`src/rtl/maccsr_pkg.sv`:
```
package maccsr_pkg;

    typedef enum logic [1:0] {
        ST_RUN    = 2'd0,
        ST_BLANK  = 2'd1,
        ST_SETTLE = 2'd2
    } rst_state_e;

    localparam int unsigned SR_BIT = 24;
    localparam logic [31:0] STS_MASK = 32'h0185_0F19;

    localparam int unsigned IX_CMD    = 0;
    localparam int unsigned IX_IEN    = 1;
    localparam int unsigned IX_STS    = 2;
    localparam int unsigned IX_TXLIST = 3;
    localparam int unsigned IX_RXLIST = 4;
    localparam int unsigned IX_MGMT   = 5;
    localparam int unsigned IX_FIFO   = 6;
    localparam int unsigned IX_RXMAX  = 7;
    localparam int unsigned IX_MISS   = 8;
    localparam int unsigned IX_CAMCTL = 9;
    localparam int unsigned IX_CAMEN  = 10;
    localparam int unsigned NREG      = 11;

    function automatic logic [31:0] reg_default(int unsigned ix);
        case (ix)
            IX_TXLIST, IX_RXLIST: return 32'hFFFF_FFFC;
            IX_MGMT:              return 32'h0090_0000;
            IX_FIFO:              return 32'h0000_0101;
            IX_RXMAX:             return 32'h0000_0800;
            IX_MISS:              return 32'h0000_7FFF;
            default:              return 32'h0000_0000;
        endcase
    endfunction

endpackage

```
`src/rtl/maccsr_rst_fsm.sv`:
```
module maccsr_rst_fsm
    import maccsr_pkg::*;
#(
    parameter int unsigned BLANK_CYC  = 16,
    parameter int unsigned SETTLE_CYC = 4
) (
    input  logic       clk,
    input  logic       rst_n,
    input  logic       sr_req,
    output rst_state_e state,
    output logic       busy
);
    localparam int unsigned MAXC = (BLANK_CYC > SETTLE_CYC) ? BLANK_CYC : SETTLE_CYC;
    localparam int unsigned CW   = $clog2(MAXC + 1);

    rst_state_e state_q, state_d;
    logic [CW-1:0] cnt_q, cnt_d;

    always_comb begin
        state_d = state_q;
        cnt_d   = cnt_q;
        unique case (state_q)
            ST_RUN: begin
                if (sr_req) begin
                    state_d = ST_BLANK;
                    cnt_d   = '0;
                end
            end
            ST_BLANK: begin
                if (cnt_q == CW'(BLANK_CYC - 1)) begin
                    state_d = ST_SETTLE;
                    cnt_d   = '0;
                end else begin
                    cnt_d = cnt_q + 1'b1;
                end
            end
            ST_SETTLE: begin
                if (cnt_q == CW'(SETTLE_CYC - 1)) begin
                    state_d = ST_RUN;
                    cnt_d   = '0;
                end else begin
                    cnt_d = cnt_q + 1'b1;
                end
            end
            default: begin
                state_d = ST_RUN;
                cnt_d   = '0;
            end
        endcase
    end

    always_ff @(posedge clk or negedge rst_n) begin
        if (!rst_n) begin
            state_q <= ST_RUN;
            cnt_q   <= '0;
        end else begin
            state_q <= state_d;
            cnt_q   <= cnt_d;
        end
    end

    always_comb begin
        state = state_q;
        busy  = (state_q != ST_RUN);
    end


    blank_exit_chk: assert property (@(posedge clk) disable iff (!rst_n)
        (state_q == ST_BLANK) |=> (state_q == ST_BLANK || state_q == ST_SETTLE));


    settle_exit_chk: assert property (@(posedge clk) disable iff (!rst_n)
        (state_q == ST_SETTLE) |=> (state_q == ST_SETTLE || state_q == ST_RUN));


    run_entry_chk: assert property (@(posedge clk) disable iff (!rst_n)
        (state_q == ST_RUN && !sr_req) |=> (state_q == ST_RUN));

endmodule

```
`src/rtl/maccsr_irq_status.sv`:
```
module maccsr_irq_status
    import maccsr_pkg::*;
(
    input  logic        clk,
    input  logic        rst_n,
    input  logic        clr_all,
    input  logic        w1c_en,
    input  logic [31:0] w1c_data,
    input  logic [31:0] evt,
    input  logic [31:0] ien,
    output logic [31:0] sts,
    output logic        irq_tx,
    output logic        irq_rx
);
    logic [31:0] sts_q;
    logic [31:0] clr_mask;

    always_comb clr_mask = w1c_en ? w1c_data : 32'h0;

    always_ff @(posedge clk or negedge rst_n) begin
        if (!rst_n) begin
            sts_q <= '0;
        end else if (clr_all) begin
            sts_q <= '0;
        end else begin
            sts_q <= (sts_q & ~clr_mask) | (evt & STS_MASK);
        end
    end

    always_comb begin
        sts    = sts_q;
        irq_tx = |(sts_q[31:16] & ien[31:16]);
        irq_rx = |(sts_q[15:0]  & ien[15:0]);
    end


    w1c_clear_chk: assert property (@(posedge clk) disable iff (!rst_n)
        (w1c_en && !clr_all && ((evt & w1c_data) == 32'h0))
        |=> ((sts_q & $past(w1c_data)) == 32'h0));


    tx_line_needs_enable_chk: assert property (@(posedge clk) disable iff (!rst_n)
        irq_tx |-> (ien[31:16] != 16'h0));


    rx_line_needs_enable_chk: assert property (@(posedge clk) disable iff (!rst_n)
        irq_rx |-> (ien[15:0] != 16'h0));

endmodule

```
`src/rtl/maccsr_bank.sv`:
```
module maccsr_bank
    import maccsr_pkg::*;
#(
    parameter int unsigned IDX_W      = 4,
    parameter int unsigned BLANK_CYC  = 16,
    parameter int unsigned SETTLE_CYC = 4
) (
    input  logic             clk,
    input  logic             rst_n,
    input  logic [IDX_W-1:0] host_idx,
    input  logic             host_we,
    input  logic [31:0]      host_wdata,
    input  logic             host_rd,
    output logic [31:0]      host_rdata,
    input  logic [31:0]      evt_set,
    output logic             irq_tx,
    output logic             irq_rx,
    output logic             eng_rst
);
    rst_state_e  state;
    logic        busy;
    logic        wr_ok;
    logic        sr_req;
    logic        w1c_en;
    logic [31:0] sts;
    logic [31:0] rd_val;
    logic [31:0] rdata_q;
    logic [NREG-1:0][31:0] reg_q;

    always_comb begin
        wr_ok  = host_we && (state == ST_RUN);
        sr_req = wr_ok && (host_idx == IDX_W'(IX_CMD)) && host_wdata[SR_BIT];
        w1c_en = wr_ok && (host_idx == IDX_W'(IX_STS));
    end

    maccsr_rst_fsm #(
        .BLANK_CYC (BLANK_CYC),
        .SETTLE_CYC(SETTLE_CYC)
    ) u_fsm (
        .clk   (clk),
        .rst_n (rst_n),
        .sr_req(sr_req),
        .state (state),
        .busy  (busy)
    );

    maccsr_irq_status u_sts (
        .clk     (clk),
        .rst_n   (rst_n),
        .clr_all (busy || sr_req),
        .w1c_en  (w1c_en),
        .w1c_data(host_wdata),
        .evt     (evt_set),
        .ien     (reg_q[IX_IEN]),
        .sts     (sts),
        .irq_tx  (irq_tx),
        .irq_rx  (irq_rx)
    );

    always_ff @(posedge clk or negedge rst_n) begin
        if (!rst_n) begin
            for (int i = 0; i < NREG; i++) reg_q[i] <= reg_default(i);
        end else if (busy || sr_req) begin
            for (int i = 0; i < NREG; i++) reg_q[i] <= reg_default(i);
        end else if (wr_ok) begin
            for (int i = 0; i < NREG; i++) begin
                if (i != IX_STS && host_idx == IDX_W'(i)) reg_q[i] <= host_wdata;
            end
        end
    end

    always_comb begin
        rd_val = 32'h0;
        for (int i = 0; i < NREG; i++) begin
            if (host_idx == IDX_W'(i)) begin
                if (i == IX_STS)
                    rd_val = sts;
                else if (i == IX_CMD)
                    rd_val = reg_q[i] | ((state == ST_SETTLE) ? (32'h1 << SR_BIT) : 32'h0);
                else
                    rd_val = reg_q[i];
            end
        end
    end

    always_ff @(posedge clk or negedge rst_n) begin
        if (!rst_n) begin
            rdata_q <= '0;
        end else if (host_rd) begin
            rdata_q <= (state == ST_BLANK) ? 32'h0 : rd_val;
        end
    end

    always_comb begin
        host_rdata = rdata_q;
        eng_rst    = busy;
    end


    blank_read_zero_chk: assert property (@(posedge clk) disable iff (!rst_n)
        (host_rd && state == ST_BLANK) |=> (host_rdata == 32'h0));


    rst_irq_quiet_chk: assert property (@(posedge clk) disable iff (!rst_n)
        eng_rst |-> (!irq_tx && !irq_rx));


    busy_write_ignored_chk: assert property (@(posedge clk) disable iff (!rst_n)
        (busy && host_we) |=> $stable(reg_q[IX_IEN]));


    cmd_bit_clear_after_chk: assert property (@(posedge clk) disable iff (!rst_n)
        $fell(eng_rst) |-> !reg_q[IX_CMD][SR_BIT]);

endmodule

```
`config.mk`:
```
export PLATFORM = sky130hd
export DESIGN_NAME = maccsr_bank
export DESIGN_NICKNAME = d
export VERILOG_FILES = /design/src/rtl/maccsr_pkg.sv /design/src/rtl/maccsr_rst_fsm.sv /design/src/rtl/maccsr_irq_status.sv /design/src/rtl/maccsr_bank.sv
export SDC_FILE = /design/constraint.sdc
export NUM_CORES = 1
export LEC_CHECK = 0
export ABC_AREA = 0
export BUFFER_PORTS_ARGS = -buffer_cell sky130_fd_sc_hd__buf_2
export CAP_MARGIN = 25
export CORE_MARGIN = 1.5
export CORE_UTILIZATION = 55
export CTS_CLUSTER_DIAMETER = 100
export DETAILED_ROUTE_END_ITERATION = 7
export GPL_ROUTABILITY_DRIVEN = 0
export PLACE_DENSITY = 0.82
export SLEW_MARGIN = 0
export SYNTH_ARGS = -nofsm -noshare
export SYNTH_HDL_FRONTEND = slang
export SYNTH_SLANG_ARGS = --single-unit
```
`constraint.sdc`:
```
create_clock -name clk -period 2.15 [get_ports clk]
set_input_delay 0.5375 -clock clk [delete_from_list [all_inputs] [get_ports clk]]
set_output_delay 0.5375 -clock clk [all_outputs]
set_load 0.05 [all_outputs]
```
==> reports/results.ini <==
[synthesis]
ys.warnings.count = 0
ys_ff_latch = 391
synthFlopType = dfrtp_1
synthTopCellsByCount = nand2_1, dfrtp_1, a21oi_1, clkbuf_1, nand3_1
synth_cells = 2221
ys_seq_area_frac = 0.510
synth_top_area_frac = 0.402
syn-num-nets = 2300
synth_async_sr_flop_share = 1.00
synth.avg_cell_area_um2 = 8.72
yosysUniqueCellTypes = 64
synth_edf_count = 0
synth_area_um2 = 19400
yosysMostFrequentCell = nand2_1
synthTopCellsByArea = dfrtp_1, nand2_1, dfstp_2
yosysTopAreaCell = dfrtp_1

[timing]
max_slew_margin = 0.493
rsz0062_at_grt = true
hold_viol_final = 0
finalSetupTns_ns = -0.478
tightest_slew_ns = 0.760
min_period_ns = 2.42
clock-skew-final_ns = 0.0193
finalSetupViolCount = 2
min_period_over_period = 1.12
fmax_ghz = 0.414
drv_slew = 0
worst_slack_ns = -0.267

[cells_and_area]
fin_nets = 2377
drive_gt1_frac = 0.187
nFillCells = 2669
design_area_um2 = 22600
area_growth_pct = 16.9
layout.cells.non_filler = 2786
diodes = 0

[floorplan]
die_h_um = 191
start_util = 0.559
rows = 68
die_x_um = 191
die_area_um2 = 36400
ioPinCount = 107
coreArea_um2 = 34600

[grt]
grt_pass1_vias = 17600
grt_pass1_wl_um = 95700
grt-ovfl-total = 0
gr-usage-all-layers = 0.338
grt_antenna_before_repair = 1
grt_max_degree = 71

[critical_path]
arrival_ns = 1.88
crit_path_end_kind = output pin
r2r_cells = 5
cp_data_required_time_ns = 1.61
criticalPathCategory = flip-flop to output pin
slowest_delay_ns = 0.42
cpMaxStageDelayCell = dfrtp_1
startpoint_type = flip-flop
crit_fanout = 2
crit_chain = a22o_1 > a221oi_2 > nand4_1 > buf_6

[power_and_ir_drop]
ir_drop_mv = 0.623
p_per_area_nw_per_um2 = 920
p_leak_nw = 9.87

[run_status]
failed_checks = setup timing
status = finished with violations

[placement]
preCtsSetupSlack_ns = -0.115
port_buffers = 85
dpl_cell_area_um2 = 21200
dp_cells = 2700
dp_hpwl_um = 39800

[detailed_routing]
dr_total_vias = 17700
drt-initial-drc-count = 2052
viasPerCell = 6.36
postRouteAntennaNets = 0
dr.pass1.iters = 8
drc = 0
post_drt_wl_per_cell_um = 21.6
routed_wl_um = 60200

[hold_path]
whs_path_depth = 3
min_path_type = input pin to flip-flop

[flow_run]
max_cap_viol_count = 0

[clocking]
clk_pin_slew_ns = 0.06
cts_buffer_depth = 3
cts_root_buf = clkbuf_16
cts_tree = yes
cts_buffers = 42
cts.sinks = 391
cts_htree_levels = 2
insertion_delay_ns = 0.55

## worst paths after layout
check,endpoint,slack (ns),from
setup / recovery,irq_tx,-0.27,u_sts.sts[24]
setup reg to reg,u_fsm.state[0],0.10,u_fsm.cnt_q[0]
max in group asynchronous,reg_q[270],0.86,rst_n
hold / removal,u_sts.sts[0],0.21,evt_set[0]
hold reg to reg,reg_q[18],0.48,reg_q[18]
min in group asynchronous,reg_q[41],0.52,rst_n
## where the power goes
group	switching, mW	internal [mW]	leakage, nW	total [mW]
Sequential	0.457	8.08	5.13	8.53
Combinational	3.49	1.67	4.07	5.17
Clock	2.92	4.21	0.669	7.13
## flip-flops by register name, summed over array words and instances (netlist names)
signal / flops
u_fsm.state: 2
host_rdata: 32
u_sts.sts: 32
u_fsm.cnt_q: 5
reg_q: 320
## critical path: cells and delay by family, from the launching register on
kind            cells  cell delay, ns
compound gates      2            0.54
buf+inv             1            0.19
flops               1            0.42
simple gates        1            0.18
## layout by cell type, fill, tap and decap left out, types with 13 or more instances in the layout
| cell type | n |
|---|---|
| dfstp_2 | 80 |
| mux2i_1 | 51 |
| nand2b_1 | 16 |
| a31oi_1 | 15 |
| nand2_1 | 672 |
| buf_4 | 128 |
| buf_2 | 79 |
| a21oi_1 | 254 |
| nor2b_1 | 29 |
| clkbuf_16 | 43 |
| a2bb2oi_1 | 16 |
| o21ai_0 | 60 |
| a21o_1 | 14 |
| nor2_1 | 42 |
| o22a_1 | 16 |
| and3_1 | 35 |
| a21boi_0 | 13 |
| nand3_1 | 118 |
| o211ai_1 | 28 |
| o221ai_1 | 20 |
| clkbuf_1 | 15 |
| nand3b_1 | 25 |
| a221oi_1 | 15 |
| dfrtp_1 | 311 |
| o22ai_1 | 22 |
| buf_12 | 40 |
| a22oi_1 | 36 |
## area by class of cell
class	instances	area, µm²	area share
timing repair buffer	252	2220	0.0979
clock inverter	11	109	0.00481
tap	455	569	0.0251
multi-input combinational	1600	8580	0.379
inverter	11	43.8	0.00193
sequential	391	9880	0.437
clock buffer	66	1240	0.0549
## cell families (layout without fill, tap and decap cells)
logic type / count (synthesis) / count (layout) / share of synthesized area
and+or+nand+nor: 981 / 981 / 0.223
muxes: 53 / 53 / 0.0275
buffers and inverters: 230 / 340 / 0.0535
adders and majority gates: 7 / 7 / 0.00452
AOI/OAI and AO/OA: 559 / 559 / 0.181
DFF: 391 / 391 / 0.510
## timing repair
item                       4_1_cts  5_1_grt
pin swaps                        2        1
setup buffers                    5        3
hold buffers                     1        0
hold endpoints to repair        30        0
resized for setup               16        0
setup endpoints to repair        5        2
## per-layer routing
layer / part of all wire / wire length [µm] / track usage / up-vias
li1: - / - / - / 7791
met1: 0.37 / 22300 / 0.426 / 8677
met2: 0.47 / 28300 / 0.532 / 986
met3: 0.079 / 4760 / 0.0436 / 251
met4: 0.080 / 4810 / 0.260 / 2
met5: 0.00022 / 13 / 0 / -
## metrics by stage
step | total power, mW | util | hold WS [ns]
2_1_floorplan | 11.5 | - | 0.242
3_3_place_gp | 13.5 | 0.611 | 0.454
3_5_place_dp | 13.6 | 0.611 | 0.463
4_1_cts | 20.8 | 0.653 | 0.200
5_1_grt | 21.6 | 0.654 | 0.231
6_report | 20.8 | 0.654 | 0.208
Power figures use the tool's default switching activity.
